==> src/rtl/sram_ctl_pkg.sv <==
package sram_ctl_pkg;

  typedef enum logic [1:0] {
    ST_IDLE  = 2'd0,
    ST_READ  = 2'd1,
    ST_WRITE = 2'd2,
    ST_WREC  = 2'd3
  } cyc_state_e;

  // nanoseconds to clocks, rounded up, never below one clock
  function automatic int unsigned ns_to_clk(input int unsigned t_ns,
                                            input int unsigned clk_ns);
    int unsigned c;
    c = (t_ns + clk_ns - 1) / clk_ns;
    return (c == 0) ? 1 : c;
  endfunction

  function automatic int unsigned umax(input int unsigned a, input int unsigned b);
    return (a > b) ? a : b;
  endfunction

  function automatic int unsigned rd_clks(input int unsigned clk_ns, input int unsigned t_acc,
                                          input int unsigned t_oe, input int unsigned t_cyc);
    return umax(umax(ns_to_clk(t_acc, clk_ns), ns_to_clk(t_oe, clk_ns)),
                ns_to_clk(t_cyc, clk_ns));
  endfunction

  function automatic int unsigned wp_clks(input int unsigned clk_ns, input int unsigned t_wp,
                                          input int unsigned t_ds);
    return umax(ns_to_clk(t_wp, clk_ns), ns_to_clk(t_ds, clk_ns));
  endfunction

  function automatic int unsigned rec_clks(input int unsigned clk_ns, input int unsigned t_wr,
                                           input int unsigned t_cyc, input int unsigned wp);
    int unsigned cyc;
    int unsigned pad;
    cyc = ns_to_clk(t_cyc, clk_ns);
    pad = (cyc > wp) ? (cyc - wp) : 1;
    return umax(umax(ns_to_clk(t_wr, clk_ns), pad), 1);
  endfunction

endpackage

==> src/rtl/sram_span_timer.sv <==
module sram_span_timer #(
  parameter int unsigned CNT_W = 4
) (
  input  logic             clk,
  input  logic             rst_n,
  input  logic             load,
  input  logic [CNT_W-1:0] load_val,
  output logic             last
);

  logic [CNT_W-1:0] cnt_q;

  always_ff @(posedge clk or negedge rst_n) begin
    if (!rst_n) begin
      cnt_q <= '0;
    end else if (load) begin
      cnt_q <= load_val;
    end else if (cnt_q != '0) begin
      cnt_q <= cnt_q - 1'b1;
    end
  end

  assign last = (cnt_q == CNT_W'(1));

endmodule

==> src/rtl/sram_cyc_fsm.sv <==
module sram_cyc_fsm
  import sram_ctl_pkg::*;
#(
  parameter int unsigned CNT_W     = 4,
  parameter int unsigned RD_CLKS   = 7,
  parameter int unsigned WP_CLKS   = 6,
  parameter int unsigned WREC_CLKS = 1
) (
  input  logic             clk,
  input  logic             rst_n,
  input  logic             req_valid,
  input  logic             req_we,
  input  logic             span_last,
  output logic             req_ready,
  output logic             accept,
  output logic             capture,
  output logic             drive_nxt,
  output logic             span_load,
  output logic [CNT_W-1:0] span_val,
  output logic             ce_n,
  output logic             oe_n,
  output logic             we_n,
  output logic             rsp_valid
);

  cyc_state_e state_q, state_d;
  logic       rsp_d;

  assign req_ready = (state_q == ST_IDLE);
  assign accept    = req_valid && req_ready;
  assign capture   = (state_q == ST_READ) && span_last;

  always_comb begin
    state_d   = state_q;
    span_load = 1'b0;
    span_val  = '0;
    rsp_d     = 1'b0;
    unique case (state_q)
      ST_IDLE: begin
        if (accept) begin
          span_load = 1'b1;
          if (req_we) begin
            state_d  = ST_WRITE;
            span_val = CNT_W'(WP_CLKS);
          end else begin
            state_d  = ST_READ;
            span_val = CNT_W'(RD_CLKS);
          end
        end
      end
      ST_READ: begin
        if (span_last) begin
          state_d = ST_IDLE;
          rsp_d   = 1'b1;
        end
      end
      ST_WRITE: begin
        if (span_last) begin
          state_d   = ST_WREC;
          span_load = 1'b1;
          span_val  = CNT_W'(WREC_CLKS);
        end
      end
      ST_WREC: begin
        if (span_last) begin
          state_d = ST_IDLE;
          rsp_d   = 1'b1;
        end
      end
      default: state_d = ST_IDLE;
    endcase
  end

  assign drive_nxt = (state_d == ST_WRITE) || (state_d == ST_WREC);

  always_ff @(posedge clk or negedge rst_n) begin
    if (!rst_n) begin
      state_q   <= ST_IDLE;
      ce_n      <= 1'b1;
      oe_n      <= 1'b1;
      we_n      <= 1'b1;
      rsp_valid <= 1'b0;
    end else begin
      state_q   <= state_d;
      ce_n      <= !((state_d == ST_READ) || (state_d == ST_WRITE));
      oe_n      <= !(state_d == ST_READ);
      we_n      <= !(state_d == ST_WRITE);
      rsp_valid <= rsp_d;
    end
  end

endmodule

==> src/rtl/sram_dq_path.sv <==
module sram_dq_path #(
  parameter int unsigned ADDR_W = 15,
  parameter int unsigned DATA_W = 8
) (
  input  logic              clk,
  input  logic              rst_n,
  input  logic              accept,
  input  logic [ADDR_W-1:0] req_addr,
  input  logic [DATA_W-1:0] req_wdata,
  input  logic              capture,
  input  logic [DATA_W-1:0] mem_dq_in,
  input  logic              drive_nxt,
  output logic [ADDR_W-1:0] mem_addr,
  output logic [DATA_W-1:0] mem_dq_out,
  output logic              mem_dq_oe,
  output logic [DATA_W-1:0] rsp_rdata
);

  always_ff @(posedge clk or negedge rst_n) begin
    if (!rst_n) begin
      mem_addr   <= '0;
      mem_dq_out <= '0;
    end else if (accept) begin
      mem_addr   <= req_addr;
      mem_dq_out <= req_wdata;
    end
  end

  always_ff @(posedge clk or negedge rst_n) begin
    if (!rst_n) begin
      mem_dq_oe <= 1'b0;
    end else begin
      mem_dq_oe <= drive_nxt;
    end
  end

  always_ff @(posedge clk or negedge rst_n) begin
    if (!rst_n) begin
      rsp_rdata <= '0;
    end else if (capture) begin
      rsp_rdata <= mem_dq_in;
    end
  end

endmodule

==> src/rtl/sram_cycle_ctrl.sv <==
module sram_cycle_ctrl
  import sram_ctl_pkg::*;
#(
  parameter int unsigned ADDR_W   = 15,
  parameter int unsigned DATA_W   = 8,
  parameter int unsigned CLK_NS   = 10,
  parameter int unsigned T_ACC_NS = 70,
  parameter int unsigned T_OE_NS  = 35,
  parameter int unsigned T_CYC_NS = 70,
  parameter int unsigned T_WP_NS  = 55,
  parameter int unsigned T_DS_NS  = 30,
  parameter int unsigned T_WR_NS  = 5
) (
  input  logic              clk,
  input  logic              rst_n,
  input  logic              req_valid,
  output logic              req_ready,
  input  logic              req_we,
  input  logic [ADDR_W-1:0] req_addr,
  input  logic [DATA_W-1:0] req_wdata,
  output logic              rsp_valid,
  output logic [DATA_W-1:0] rsp_rdata,
  output logic [ADDR_W-1:0] mem_addr,
  output logic [DATA_W-1:0] mem_dq_out,
  output logic              mem_dq_oe,
  input  logic [DATA_W-1:0] mem_dq_in,
  output logic              mem_ce_n,
  output logic              mem_oe_n,
  output logic              mem_we_n
);

  localparam int unsigned RD_CLKS   = rd_clks(CLK_NS, T_ACC_NS, T_OE_NS, T_CYC_NS);
  localparam int unsigned WP_CLKS   = wp_clks(CLK_NS, T_WP_NS, T_DS_NS);
  localparam int unsigned WREC_CLKS = rec_clks(CLK_NS, T_WR_NS, T_CYC_NS, WP_CLKS);
  localparam int unsigned MAX_CLKS  = umax(umax(RD_CLKS, WP_CLKS), WREC_CLKS);
  localparam int unsigned CNT_W     = $clog2(MAX_CLKS + 1);

  logic             accept;
  logic             capture;
  logic             drive_nxt;
  logic             span_load;
  logic             span_last;
  logic [CNT_W-1:0] span_val;

  sram_span_timer #(.CNT_W(CNT_W)) u_timer (
    .clk      (clk),
    .rst_n    (rst_n),
    .load     (span_load),
    .load_val (span_val),
    .last     (span_last)
  );

  sram_cyc_fsm #(
    .CNT_W     (CNT_W),
    .RD_CLKS   (RD_CLKS),
    .WP_CLKS   (WP_CLKS),
    .WREC_CLKS (WREC_CLKS)
  ) u_fsm (
    .clk       (clk),
    .rst_n     (rst_n),
    .req_valid (req_valid),
    .req_we    (req_we),
    .span_last (span_last),
    .req_ready (req_ready),
    .accept    (accept),
    .capture   (capture),
    .drive_nxt (drive_nxt),
    .span_load (span_load),
    .span_val  (span_val),
    .ce_n      (mem_ce_n),
    .oe_n      (mem_oe_n),
    .we_n      (mem_we_n),
    .rsp_valid (rsp_valid)
  );

  sram_dq_path #(.ADDR_W(ADDR_W), .DATA_W(DATA_W)) u_dq (
    .clk        (clk),
    .rst_n      (rst_n),
    .accept     (accept),
    .req_addr   (req_addr),
    .req_wdata  (req_wdata),
    .capture    (capture),
    .mem_dq_in  (mem_dq_in),
    .drive_nxt  (drive_nxt),
    .mem_addr   (mem_addr),
    .mem_dq_out (mem_dq_out),
    .mem_dq_oe  (mem_dq_oe),
    .rsp_rdata  (rsp_rdata)
  );

endmodule

==> config.mk <==
export PLATFORM = sky130hd
export DESIGN_NAME = sram_cycle_ctrl
export DESIGN_NICKNAME = d
export VERILOG_FILES = /design/src/rtl/sram_ctl_pkg.sv /design/src/rtl/sram_span_timer.sv /design/src/rtl/sram_cyc_fsm.sv /design/src/rtl/sram_dq_path.sv /design/src/rtl/sram_cycle_ctrl.sv
export SDC_FILE = /design/constraint.sdc
export NUM_CORES = 1
export LEC_CHECK = 0
export BUFFER_PORTS_ARGS = -buffer_cell sky130_fd_sc_hd__buf_2
export CORE_UTILIZATION = 42
export DETAILED_ROUTE_END_ITERATION = 6
export PLACE_DENSITY = 0.82
export SKIP_CTS_REPAIR_TIMING = 1
export SYNTH_ARGS = -nofsm -noshare
export SYNTH_HDL_FRONTEND = slang
export SYNTH_SLANG_ARGS = --single-unit
==> constraint.sdc <==
create_clock -name clk -period 1.6 [get_ports clk]
set_clock_uncertainty 0.2 [all_clocks]
set_input_delay 0.32 -clock clk [delete_from_list [all_inputs] [get_ports clk]]
set_output_delay 0.32 -clock clk [all_outputs]
set_load 0.005 [all_outputs]
==> out/metrics.csv <==
stage,metric,value,unit
sta,maxSlewViolCount,0,
power_and_ir_drop,power.leakage,1.22,nW
floorplan,dieArea,0.00414,mm^2
synth,synthCells,106,
power_and_ir_drop,power_switching,1.37,mW
sta,fin_crit_sh,1.04,
routing,dr.pass1.iters,4,
synth,synth_edf_count,0,
placement,dpl.hpwl,2.24,mm
layout,diodes,0,
setup_path,start_kind,flip-flop,
floorplan,start_util,0.442,
layout,syn2layout_area_growth,46.2,%
placement,port_buffers,71,
synth,synth_fp_nets,146,
outcome,violations,negative setup slack,
placement,dp_cells,235,
layout,drive_gt1_frac,0.701,
setup_path,r2r_start,u_timer.cnt_q[1],
floorplan,rows,22,
placement,globalplace.congestion,0.701,
power_and_ir_drop,power,4.49,mW
layout,layout_commonest_cell,buf_2,
setup_path,cp_data_arrival_time,1.64,ns
run,maxCapViolCount,0,
sta,setup_viol,28,
routing,vias,1190,
synth,ys_seq_area_frac,0.616,
clock_network,clk_latency,0.28,ns
clock_network,clk_pin_slew_worst_paths,0.07,ns
power_and_ir_drop,netSwitchingFraction,0.304,
outcome,outcome,"finished, violations left",
power_and_ir_drop,seqPwrFrac,0.403,
global_route,grt_max_degree,30,
clock_network,cts-buffers-inserted,5,
routing,wl_per_cell,13.8,um
synth,ys_ff_latch,40,
synth,synth_cell_types,23,
setup_path,worst_ep_required_time,1.57,ns
global_route,grt_pass1_wl,4.86,mm
sta,min_period,1.66,ns
clock_network,clock_tree.buffer_depth,2,
synth,synthArstFlopShare,1.00,
layout,fin_cells,249,
clock_network,cts_tree,yes,
sta,setup_ws,-0.0633,ns
sta,hold_viol_final,0,
power_and_ir_drop,internal-power,3.13,mW
setup_path,critical_path_class,flip-flop to flip-flop,
worst_hold_path,min_from,req_addr[14],
synth,synth_ff_type,dfrtp_1,
sta,rsz0062_at_grt,true,
global_route,grt_pass1_vias,1087,
power_and_ir_drop,comb_power_share,0.460,
power_and_ir_drop,ir_worst_vdd,0.932,mV
global_route,antenna_found_initial,0,
layout,fin_nets,240,
routing,wirelength,3.43,mm
sta,slew_headroom,0.778,
routing,drtAntennaViolNets,0,
setup_path,cp_max_fo,5,
global_route,grt-ovfl-total,0,
clock_network,cts-root-buf,clkbuf_8,
synth,synth_area,0.00163,mm^2
sta,fin_hold_ws,0.0621,ns
routing,vias_per_cell,4.78,
setup_path,endpoint_kind,flip-flop,
worst_hold_path,hold_class,primary input to flip-flop,
power_and_ir_drop,power_density,1890,mW/mm^2
floorplan,core_region_area,0.00369,mm^2
sta,tightestPinTransition,0.333,ns
setup_path,setup.worst_path.start,u_timer.cnt_q[1],
clock_network,cts_max_level,2,
routing,drc,0,
power_and_ir_drop,clkPwrFrac,0.138,
routing,drt_iter0_markers,28,
sta,max_freq,601,MHz
floorplan,dieWidth,64.3,um
clock_network,clkSinkCount,40,
floorplan,io_pins,72,
synth,synth_warnings,0,
floorplan,dieHeight,64.3,um
global_route,track_usage,0.158,
synth,syn_area_per_cell,15.4,um^2
layout,final_cell_mix,"buf_2, dfrtp_1, mux2_2",
-- worst max-delay path: stages, from the launching register on --
cell and delay, ns:
dfrtp_1 0.37, inv_2 0.09, ha_4 0.14, nand3b_1 0.10, nor2_2 0.18, buf_6 0.15, mux2_4 0.30
-- final cells by class --
type	count	area [um^2]
timing repair buffer	90	549
fill	276	1310
sequential	40	1000
inverter	5	18.8
tap	48	60.1
clock buffer	7	76.3
clock inverter	1	5.00
multi-input combinational	58	669
-- power groups by stage --
stage | combinational (mW) | clock, mW | sequential, mW
after detailed placement | 1.77 | 0 | 1.79
final | 2.07 | 0.619 | 1.81
after global placement | 1.71 | 0 | 1.78
after global routing | 2.26 | 0.703 | 1.87
after CTS | 1.77 | 0.647 | 1.78
after floorplan | 0.913 | 0 | 1.85
-- state kept, by name (all words and copies together) (netlist names) --
register,cells
u_fsm.rsp_valid,1
u_fsm.we_n,1
u_dq.mem_dq_oe,1
u_dq.mem_dq_out,8
u_dq.mem_addr,15
u_dq.rsp_rdata,8
u_fsm.oe_n,1
u_fsm.ce_n,1
u_fsm.state_q,1
u_timer.cnt_q,3
-- logic make-up (layout without fill, tap and decap cells) --
kind of cell,count (synthesis),count (layout),synth area share
simple gates,11,11,0.0422
mux,33,33,0.239
xor+xnor,1,1,0.00537
fa+ha+maj,5,5,0.0384
flops,40,40,0.616
compound gates,8,8,0.0307
buf+inv,8,103,0.0284
-- routing by layer --
layer	vias up	routed length (um)	GRT usage
met4	0	27	0.0333
met3	5	232	0.0679
met5	-	0	0
met2	56	1660	0.259
met1	577	1510	0.191
li1	552	-	-
-- path summary, 6_finish.rpt --
path                                      end  slack [ns]  cells past startpoint
setup / recovery            u_dq.rsp_rdata[4]       -0.06                      6
hold / removal              u_dq.mem_addr[14]        0.06                      2
setup reg to reg            u_dq.rsp_rdata[4]       -0.06                      6
hold reg to reg            u_dq.mem_dq_out[2]        0.30                      1
max in group asynchronous  u_dq.mem_dq_out[2]        0.44                      3
min in group asynchronous   u_dq.rsp_rdata[6]        0.26                      2
-- synth_stat cells, types with 2 or more instances --
cell type,count,share of area
dfrtp_1,37,0.57
mux2_2,27,0.19
ha_1,5,0.038
inv_1,5,0.012
mux2_4,5,0.046
o21ai_0,4,0.012
dfstp_2,3,0.048
nor2_1,3,0.0069
buf_6,2,0.014
nor2b_1,2,0.0077
-- per-stage QoR --
stage / util / area, um^2 / TNS (ns) / setup WS, ns
global placement: 0.580 / 2140 / -0.378 / -0.0654
finish: 0.646 / 2380 / -0.797 / -0.0633
CTS: 0.602 / 2220 / -0.889 / -0.137
global route: 0.646 / 2380 / -2.33 / -0.143
detailed placement: 0.580 / 2140 / -0.785 / -0.110
floorplan: - / 1640 / -1.62 / -0.105
(Power assumes the default switching activity.)
